`src/rtl/ics_pkg.sv`:
```
package ics_pkg;
   localparam int unsigned CMD_W      = 32;
   localparam int unsigned IDX_W      = 8;
   localparam int unsigned BIT_BUSY   = 31;
   localparam int unsigned BIT_RNW    = 30;
   localparam int unsigned BIT_ERR    = 29;
   localparam logic [IDX_W-1:0] SLOT_MGMT_ACC = 8'h06;
   localparam logic [IDX_W-1:0] SLOT_MGMT_DAT = 8'h07;
   localparam int unsigned PHY_W = 5;
   localparam int unsigned MD_W  = 16;
   typedef enum logic {SEL_CMD = 1'b0, SEL_DATA = 1'b1} host_sel_e;
endpackage

```
`src/rtl/ics_lat_seq.sv`:
```
module ics_lat_seq #(
   parameter int unsigned LAT = 3
) (
   input  logic clk,
   input  logic rst_n,
   input  logic start,
   output logic done
);
   localparam int unsigned CW = $clog2(LAT + 1);
   localparam logic [CW-1:0] LAT_V = CW'(LAT);
   localparam logic [CW-1:0] ONE_V = CW'(1);

   logic [CW-1:0] cnt_q;

   always_ff @(posedge clk) begin
      if (!rst_n)             cnt_q <= '0;
      else if (start)         cnt_q <= LAT_V;
      else if (cnt_q != '0)   cnt_q <= cnt_q - ONE_V;
   end

   assign done = (cnt_q == ONE_V);

   a_r2_start_when_idle: assert property (@(posedge clk) disable iff (!rst_n)
      start |-> (cnt_q == '0));
endmodule

```
`src/rtl/ics_mgmt_fwd.sv`:
```
module ics_mgmt_fwd
   import ics_pkg::*;
#(
   parameter logic [PHY_W-1:0] INT_PHY_ADDR = 5'd1
) (
   input  logic                 clk,
   input  logic                 rst_n,
   input  logic                 acc_we,
   input  logic                 dat_we,
   input  logic [CMD_W-1:0]     wdata,
   output logic [CMD_W-1:0]     acc_rd,
   output logic [CMD_W-1:0]     dat_rd,
   output logic                 mgmt_req,
   output logic                 mgmt_wr,
   output logic [PHY_W-1:0]     mgmt_phy,
   output logic [PHY_W-1:0]     mgmt_reg,
   output logic [MD_W-1:0]      mgmt_wdata,
   output logic                 mgmt_int_sel,
   input  logic                 mgmt_ack,
   input  logic [MD_W-1:0]      mgmt_rdata
);
   logic [PHY_W-1:0] phy_q, reg_q;
   logic             wnr_q, pend_q;
   logic [MD_W-1:0]  dat_q;
   logic             unused_hi;

   assign unused_hi = ^{wdata[31:16], wdata[5:2]};

   always_ff @(posedge clk) begin
      if (!rst_n) begin
         phy_q  <= '0;
         reg_q  <= '0;
         wnr_q  <= 1'b0;
         pend_q <= 1'b0;
         dat_q  <= '0;
      end else if (pend_q) begin
         if (mgmt_ack) begin
            pend_q <= 1'b0;
            if (!wnr_q) dat_q <= mgmt_rdata;
         end
      end else begin
         if (acc_we) begin
            phy_q  <= wdata[15:11];
            reg_q  <= wdata[10:6];
            wnr_q  <= wdata[1];
            pend_q <= wdata[0];
         end
         if (dat_we) dat_q <= wdata[MD_W-1:0];
      end
   end

   assign acc_rd       = {16'h0, phy_q, reg_q, 4'h0, wnr_q, pend_q};
   assign dat_rd       = {16'h0, dat_q};
   assign mgmt_req     = pend_q;
   assign mgmt_wr      = wnr_q;
   assign mgmt_phy     = phy_q;
   assign mgmt_reg     = reg_q;
   assign mgmt_wdata   = dat_q;
   assign mgmt_int_sel = (phy_q == INT_PHY_ADDR);

   a_r8_req_holds: assert property (@(posedge clk) disable iff (!rst_n)
      (mgmt_req && !mgmt_ack) |=> (mgmt_req && $stable(mgmt_phy) && $stable(mgmt_reg)));
   a_r10_wdata_stable: assert property (@(posedge clk) disable iff (!rst_n)
      (mgmt_req && !mgmt_ack) |=> $stable(mgmt_wdata));
endmodule

```
`src/rtl/ics_reg_bank.sv`:
```
module ics_reg_bank
   import ics_pkg::*;
#(
   parameter int unsigned      NUM_REGS     = 16,
   parameter logic [PHY_W-1:0] INT_PHY_ADDR = 5'd1
) (
   input  logic              clk,
   input  logic              rst_n,
   input  logic              we,
   input  logic [IDX_W-1:0]  idx,
   input  logic [CMD_W-1:0]  wdata,
   output logic [CMD_W-1:0]  rdata,
   output logic              mgmt_req,
   output logic              mgmt_wr,
   output logic [PHY_W-1:0]  mgmt_phy,
   output logic [PHY_W-1:0]  mgmt_reg,
   output logic [MD_W-1:0]   mgmt_wdata,
   output logic              mgmt_int_sel,
   input  logic              mgmt_ack,
   input  logic [MD_W-1:0]   mgmt_rdata
);
   logic [CMD_W-1:0] slot_rd [NUM_REGS];
   logic [CMD_W-1:0] acc_rd, dat_rd;
   logic             acc_we, dat_we;

   assign acc_we = we && (idx == SLOT_MGMT_ACC);
   assign dat_we = we && (idx == SLOT_MGMT_DAT);

   ics_mgmt_fwd #(.INT_PHY_ADDR(INT_PHY_ADDR)) u_mgmt (
      .clk, .rst_n, .acc_we, .dat_we, .wdata, .acc_rd, .dat_rd,
      .mgmt_req, .mgmt_wr, .mgmt_phy, .mgmt_reg, .mgmt_wdata,
      .mgmt_int_sel, .mgmt_ack, .mgmt_rdata
   );

   for (genvar i = 0; i < NUM_REGS; i++) begin : g_slot
      if (i == int'(SLOT_MGMT_ACC)) begin : g_acc
         assign slot_rd[i] = acc_rd;
      end else if (i == int'(SLOT_MGMT_DAT)) begin : g_dat
         assign slot_rd[i] = dat_rd;
      end else begin : g_plain
         logic [CMD_W-1:0] q;
         always_ff @(posedge clk) begin
            if (!rst_n)                          q <= '0;
            else if (we && idx == IDX_W'(i))    q <= wdata;
         end
         assign slot_rd[i] = q;
      end
   end

   always_comb begin
      rdata = '0;
      for (int k = 0; k < NUM_REGS; k++)
         if (idx == IDX_W'(k)) rdata = slot_rd[k];
   end
endmodule

```
`src/rtl/ics_host_if.sv`:
```
module ics_host_if
   import ics_pkg::*;
(
   input  logic              clk,
   input  logic              rst_n,
   input  logic              host_wr,
   input  logic              host_addr,
   input  logic [CMD_W-1:0]  host_wdata,
   output logic [CMD_W-1:0]  host_rdata,
   input  logic              done,
   input  logic [CMD_W-1:0]  bank_rdata,
   output logic              start,
   output logic              bank_we,
   output logic [IDX_W-1:0]  acc_idx,
   output logic [CMD_W-1:0]  acc_wdata
);
   logic             busy_q, rnw_q, err_q;
   logic [IDX_W-1:0] idx_q;
   logic [CMD_W-1:0] data_q;
   logic             cmd_wr, dat_wr;
   logic             unused_mid;

   assign unused_mid = ^host_wdata[28:8];
   assign cmd_wr = host_wr && (host_addr == SEL_CMD);
   assign dat_wr = host_wr && (host_addr == SEL_DATA);
   assign start  = cmd_wr && !busy_q && host_wdata[BIT_BUSY];

   always_ff @(posedge clk) begin
      if (!rst_n) begin
         busy_q <= 1'b0;
         rnw_q  <= 1'b0;
         err_q  <= 1'b0;
         idx_q  <= '0;
      end else if (busy_q) begin
         if (cmd_wr) err_q  <= 1'b1;
         if (done)   busy_q <= 1'b0;
      end else if (cmd_wr) begin
         if (host_wdata[BIT_ERR]) err_q <= 1'b0;
         if (start) begin
            busy_q <= 1'b1;
            rnw_q  <= host_wdata[BIT_RNW];
            idx_q  <= host_wdata[IDX_W-1:0];
         end
      end
   end

   always_ff @(posedge clk) begin
      if (!rst_n)                    data_q <= '0;
      else if (done && rnw_q)        data_q <= bank_rdata;
      else if (dat_wr && !busy_q)    data_q <= host_wdata;
   end

   assign bank_we    = done && !rnw_q;
   assign acc_idx    = idx_q;
   assign acc_wdata  = data_q;
   assign host_rdata = (host_addr == SEL_DATA) ? data_q
                     : {busy_q, rnw_q, err_q, 21'h0, idx_q};

   a_r2_start_sets_busy: assert property (@(posedge clk) disable iff (!rst_n)
      start |=> busy_q);
   a_r2_done_clears_busy: assert property (@(posedge clk) disable iff (!rst_n)
      done |=> !busy_q);
   a_r2_done_only_busy: assert property (@(posedge clk) disable iff (!rst_n)
      done |-> busy_q);
   a_r5_cmd_held: assert property (@(posedge clk) disable iff (!rst_n)
      (busy_q && !done) |=> ($stable(idx_q) && $stable(rnw_q) && busy_q));
   a_r6_data_locked: assert property (@(posedge clk) disable iff (!rst_n)
      (busy_q && !done) |=> $stable(data_q));
endmodule

```
`src/rtl/ind_csr_bridge.sv`:
```
module ind_csr_bridge
   import ics_pkg::*;
#(
   parameter int unsigned      BANK_LAT     = 3,
   parameter int unsigned      NUM_REGS     = 16,
   parameter logic [4:0]       INT_PHY_ADDR = 5'd1
) (
   input  logic        clk,
   input  logic        rst_n,
   input  logic        host_wr,
   input  logic        host_addr,
   input  logic [31:0] host_wdata,
   output logic [31:0] host_rdata,
   output logic        mgmt_req,
   output logic        mgmt_wr,
   output logic [4:0]  mgmt_phy,
   output logic [4:0]  mgmt_reg,
   output logic [15:0] mgmt_wdata,
   output logic        mgmt_int_sel,
   input  logic        mgmt_ack,
   input  logic [15:0] mgmt_rdata
);
   if (BANK_LAT < 1 || BANK_LAT > 15) begin : g_bad_lat
      $error("BANK_LAT must lie in 1..15");
   end
   if (NUM_REGS < 8 || NUM_REGS > 256) begin : g_bad_regs
      $error("NUM_REGS must lie in 8..256");
   end

   logic             start, done, bank_we;
   logic [IDX_W-1:0] acc_idx;
   logic [CMD_W-1:0] acc_wdata, bank_rdata;

   ics_host_if u_host (
      .clk, .rst_n, .host_wr, .host_addr, .host_wdata, .host_rdata,
      .done, .bank_rdata, .start, .bank_we, .acc_idx, .acc_wdata
   );

   ics_lat_seq #(.LAT(BANK_LAT)) u_seq (
      .clk, .rst_n, .start, .done
   );

   ics_reg_bank #(.NUM_REGS(NUM_REGS), .INT_PHY_ADDR(INT_PHY_ADDR)) u_bank (
      .clk, .rst_n, .we(bank_we), .idx(acc_idx), .wdata(acc_wdata),
      .rdata(bank_rdata), .mgmt_req, .mgmt_wr, .mgmt_phy, .mgmt_reg,
      .mgmt_wdata, .mgmt_int_sel, .mgmt_ack, .mgmt_rdata
   );
endmodule

```
`config.mk`:
```
export PLATFORM = sky130hd
export DESIGN_NAME = ind_csr_bridge
export DESIGN_NICKNAME = d
export VERILOG_FILES = /design/src/rtl/ics_pkg.sv /design/src/rtl/ics_lat_seq.sv /design/src/rtl/ics_mgmt_fwd.sv /design/src/rtl/ics_reg_bank.sv /design/src/rtl/ics_host_if.sv /design/src/rtl/ind_csr_bridge.sv
export SDC_FILE = /design/constraint.sdc
export NUM_CORES = 1
export LEC_CHECK = 0
export BUFFER_PORTS_ARGS = -buffer_cell sky130_fd_sc_hd__buf_4
export CAP_MARGIN = 10
export CORE_MARGIN = 5
export CORE_UTILIZATION = 25
export CTS_CLUSTER_SIZE = 14
export DETAILED_ROUTE_END_ITERATION = 8
export GPL_TIMING_DRIVEN = 0
export HOLD_SLACK_MARGIN = 0.06
export PLACE_DENSITY = 0.51
export SYNTH_ARGS = -nofsm -noshare
export SYNTH_HDL_FRONTEND = slang
export SYNTH_HIERARCHICAL = 1
export SYNTH_SLANG_ARGS = --single-unit
```
`constraint.sdc`:
```
create_clock -name clk -period 4.2 [get_ports clk]
set_input_delay 0.21 -clock clk [delete_from_list [all_inputs] [get_ports clk]]
set_output_delay 0.21 -clock clk [all_outputs]
set_load 0.03 [all_outputs]
```
==> impl_metrics.toml <==
[min_path]
hp-class = "primary input to flop"

[die]
die_w_um = 335
core.rowCount = 119
coreArea_mm2 = 0.105
fp.dieH_um = 335
ios = 114
start_util = 0.251
die_area_mm2 = 0.112

[timing]
timing.final.ws_setup_ns = -0.0923
setup_violations = 5
finalWorstPathRequiredPeriod_ns = 4.29
clock.fmax_mhz = 233
finClkSkew_ns = 0.0167
rsz0062_at_grt = "false"
slew_headroom = 0.0578
maxSlewViolCount = 0
worstMarginPinSlew_ns = 1.41
post-route-period-util = 1.02
finalHoldViolCount = 0

[power_and_ir_drop]
vdd_drop_max_mv = 0.256
pwr_density_cell_mw_per_mm2 = 376
leakagePower_nw = 10.8
total_power_mw = 11.9

[clock_tree]
cts_tree = "yes"
root_buffer = "clkbuf_16"
clk_latency_ns = 0.63
postCtsSetupBuffers = 0
cts_made_buffers = 57
cts.sinks = 521
h-tree-depth = 2
cts_buffer_depth = 3
clkTransAtPathRegs_ns = 0.06

[outcome]
status = "complete, but fails checks"
violations = "negative setup slack"

[final_layout]
area_growth_pct = 19.6
regMostFlops = "u_bank/g_slot.g_plain.q"
post-route-util = 0.301
stdcell_count = 4948
fin_nets = 3566
ff_latch_area_mm2 = 0.0104
multiInputGateArea_mm2 = 0.0142
final_common_cell = "nand2_1"
final_layout_size_suffix_gt1_frac = 0.151
largest_reg_flops = 448
fillCellCount = 11400
mostFrequentLayoutCells = "nand2_1, dfxtp_1, a21boi_0"

[setup_path]
cp-start-kind = "flop"
cp_cell_sequence = "buf_2 -> buf_4 -> nor2_2 -> clkbuf_1 -> a22oi_1 -> o221ai_1 -> nor3_1 -> o22ai_1 -> nand2_1 -> a31oi_2"
cp_max_fo = 10
worst-setup-path-type = "flop to flop"
cpMaxStageDelayCell = "clkbuf_1"
cp.arrival_ns = 4.85
path_buf_inv = 3
cp.required_ns = 4.76
critPathMaxStageDelay_ns = 0.96
endpoint_kind = "flop"
crit_family = "buffers and inverters"

[synthesis]
dominantRegCellSynth = "dfxtp_1"
syn_avg_cell_area_um2 = 8.13
synth_cells = 3253
yosysWarnings = 6
synth-edff-count = 0
synthesis.area_mm2 = 0.0265
synthArstFlopShare = 0
yosysSeqAreaShare = 0.394
synth_cell_types = 82
ys_seq_elements = 521

[route]
drt_wl_total_mm = 131
final_antenna_net_count = 0
drt-initial-drc-count = 3287
via_per_inst = 5.28
via_count = 26100
drc_errors = 0
routedWlPerCell_um = 26.5
dr.pass1.iters = 6

[grt]
grt_max_degree = 20
gr-usage-all-layers = 0.223
antenna_found_initial = 9
gr-total-overflow = 0
grt_pass1_wl_mm = 183
grt_pass1_vias = 24100

[place]
dpl.hpwl_mm = 99.0
numPortBuffers = 112
dp_cells = 4792
gp_congestion = 1.02

[flow_run]
cap_violations = 0
[worst min-delay path: stages]
cell and delay [ns]:
buf_6 0.12, and3b_1 0.15, clkbuf_2 0.16, o31ai_1 0.08
a31oi_1 0.12
[logic make-up after synthesis]
logic type               after synthesis  share of synthesized area
AO/OA/AOI/OAI                        913                      0.254
XOR/XNOR                               1                   0.000331
adder cells (fa/ha/maj)                2                   0.000945
buffers and inverters                380                     0.0763
flip-flops                           521                      0.394
multiplexers                         165                     0.0771
other                                  1                   0.000142
AND/OR/NAND/NOR                     1270                      0.197
[report_power, final]
part | leakage (nW) | switching, mW | internal (mW)
registers | 4.20 | 0.142 | 5.01
clock network | 0.937 | 2.21 | 3.03
logic | 5.69 | 1.02 | 0.470
[final cells by class]
class,instances,area share
multi-input cells,2387,0.447
diodes,5,0.000395
repair buffers,165,0.0435
plain buffers,368,0.0633
clock buffers,83,0.0526
flip-flops and latches,521,0.329
inverters,11,0.00130
clock inverters,17,0.00700
well taps,1391,0.0550
[cell usage after synthesis (all sizes together) (23+ instances only)]
cell       n  area, um^2
mux2      60         713
and2      32         200
mux2i     83         831
a21oi    101         505
a21boi   470        3530
o21ai     61         313
o31ai     35         263
clkbuf   168         633
nand2   1058        3970
dfxtp    521       10400
a31oi     40         438
nor2b     23         151
nor2      75         338
o22ai     24         150
buf      201        1340
a22oi     24         180
[worst paths after layout]
kind                                                from                                     endpoint  slack [ns]  cells past startpoint
max                       u_host/acc_idx[1]$_SDFFE_PN0P_             u_host/acc_wdata[6]$_SDFFE_PN0P_       -0.09                     10
min                                            host_addr            u_host/acc_wdata[19]$_SDFFE_PN0P_        0.26                      5
max reg2reg               u_host/acc_idx[1]$_SDFFE_PN0P_             u_host/acc_wdata[6]$_SDFFE_PN0P_       -0.09                     10
min reg2reg  u_bank/g_slot[3].g_plain.q[17]$_SDFFE_PN0P_  u_bank/g_slot[3].g_plain.q[17]$_SDFFE_PN0P_        0.45                      2
[metal layers]
layer	global-route usage	part of all wire	wire, um	vias up
met4	0.111	0.059	7740	2
met1	0.308	0.42	55100	12700
li1	-	-	-	11500
met3	0.0514	0.11	14400	341
met5	0	0.00015	20	-
met2	0.325	0.41	54000	1492
[metrics by stage]
stage | cell area, um^2 | worst slack, ns | hold WS [ns] | setup TNS (ns)
CTS | 31600 | 0.0296 | 0.227 | 0
floorplan | 26600 | 1.76 | 0.327 | 0
detailed placement | 29200 | -0.262 | 0.442 | -0.395
global route | 31600 | 0.0476 | 0.265 | 0
finish | 31700 | -0.0923 | 0.262 | -0.249
global placement | 29200 | -0.274 | 0.437 | -0.426
[timing repair]
| action | CTS | global route |
|---|---|---|
| endpoints found under the setup margin | 5 | 5 |
| hold endpoints to repair | 69 | 0 |
| hold buffers | 52 | 0 |
| gates resized for setup | 6 | 17 |
(Power assumes the default switching activity.)
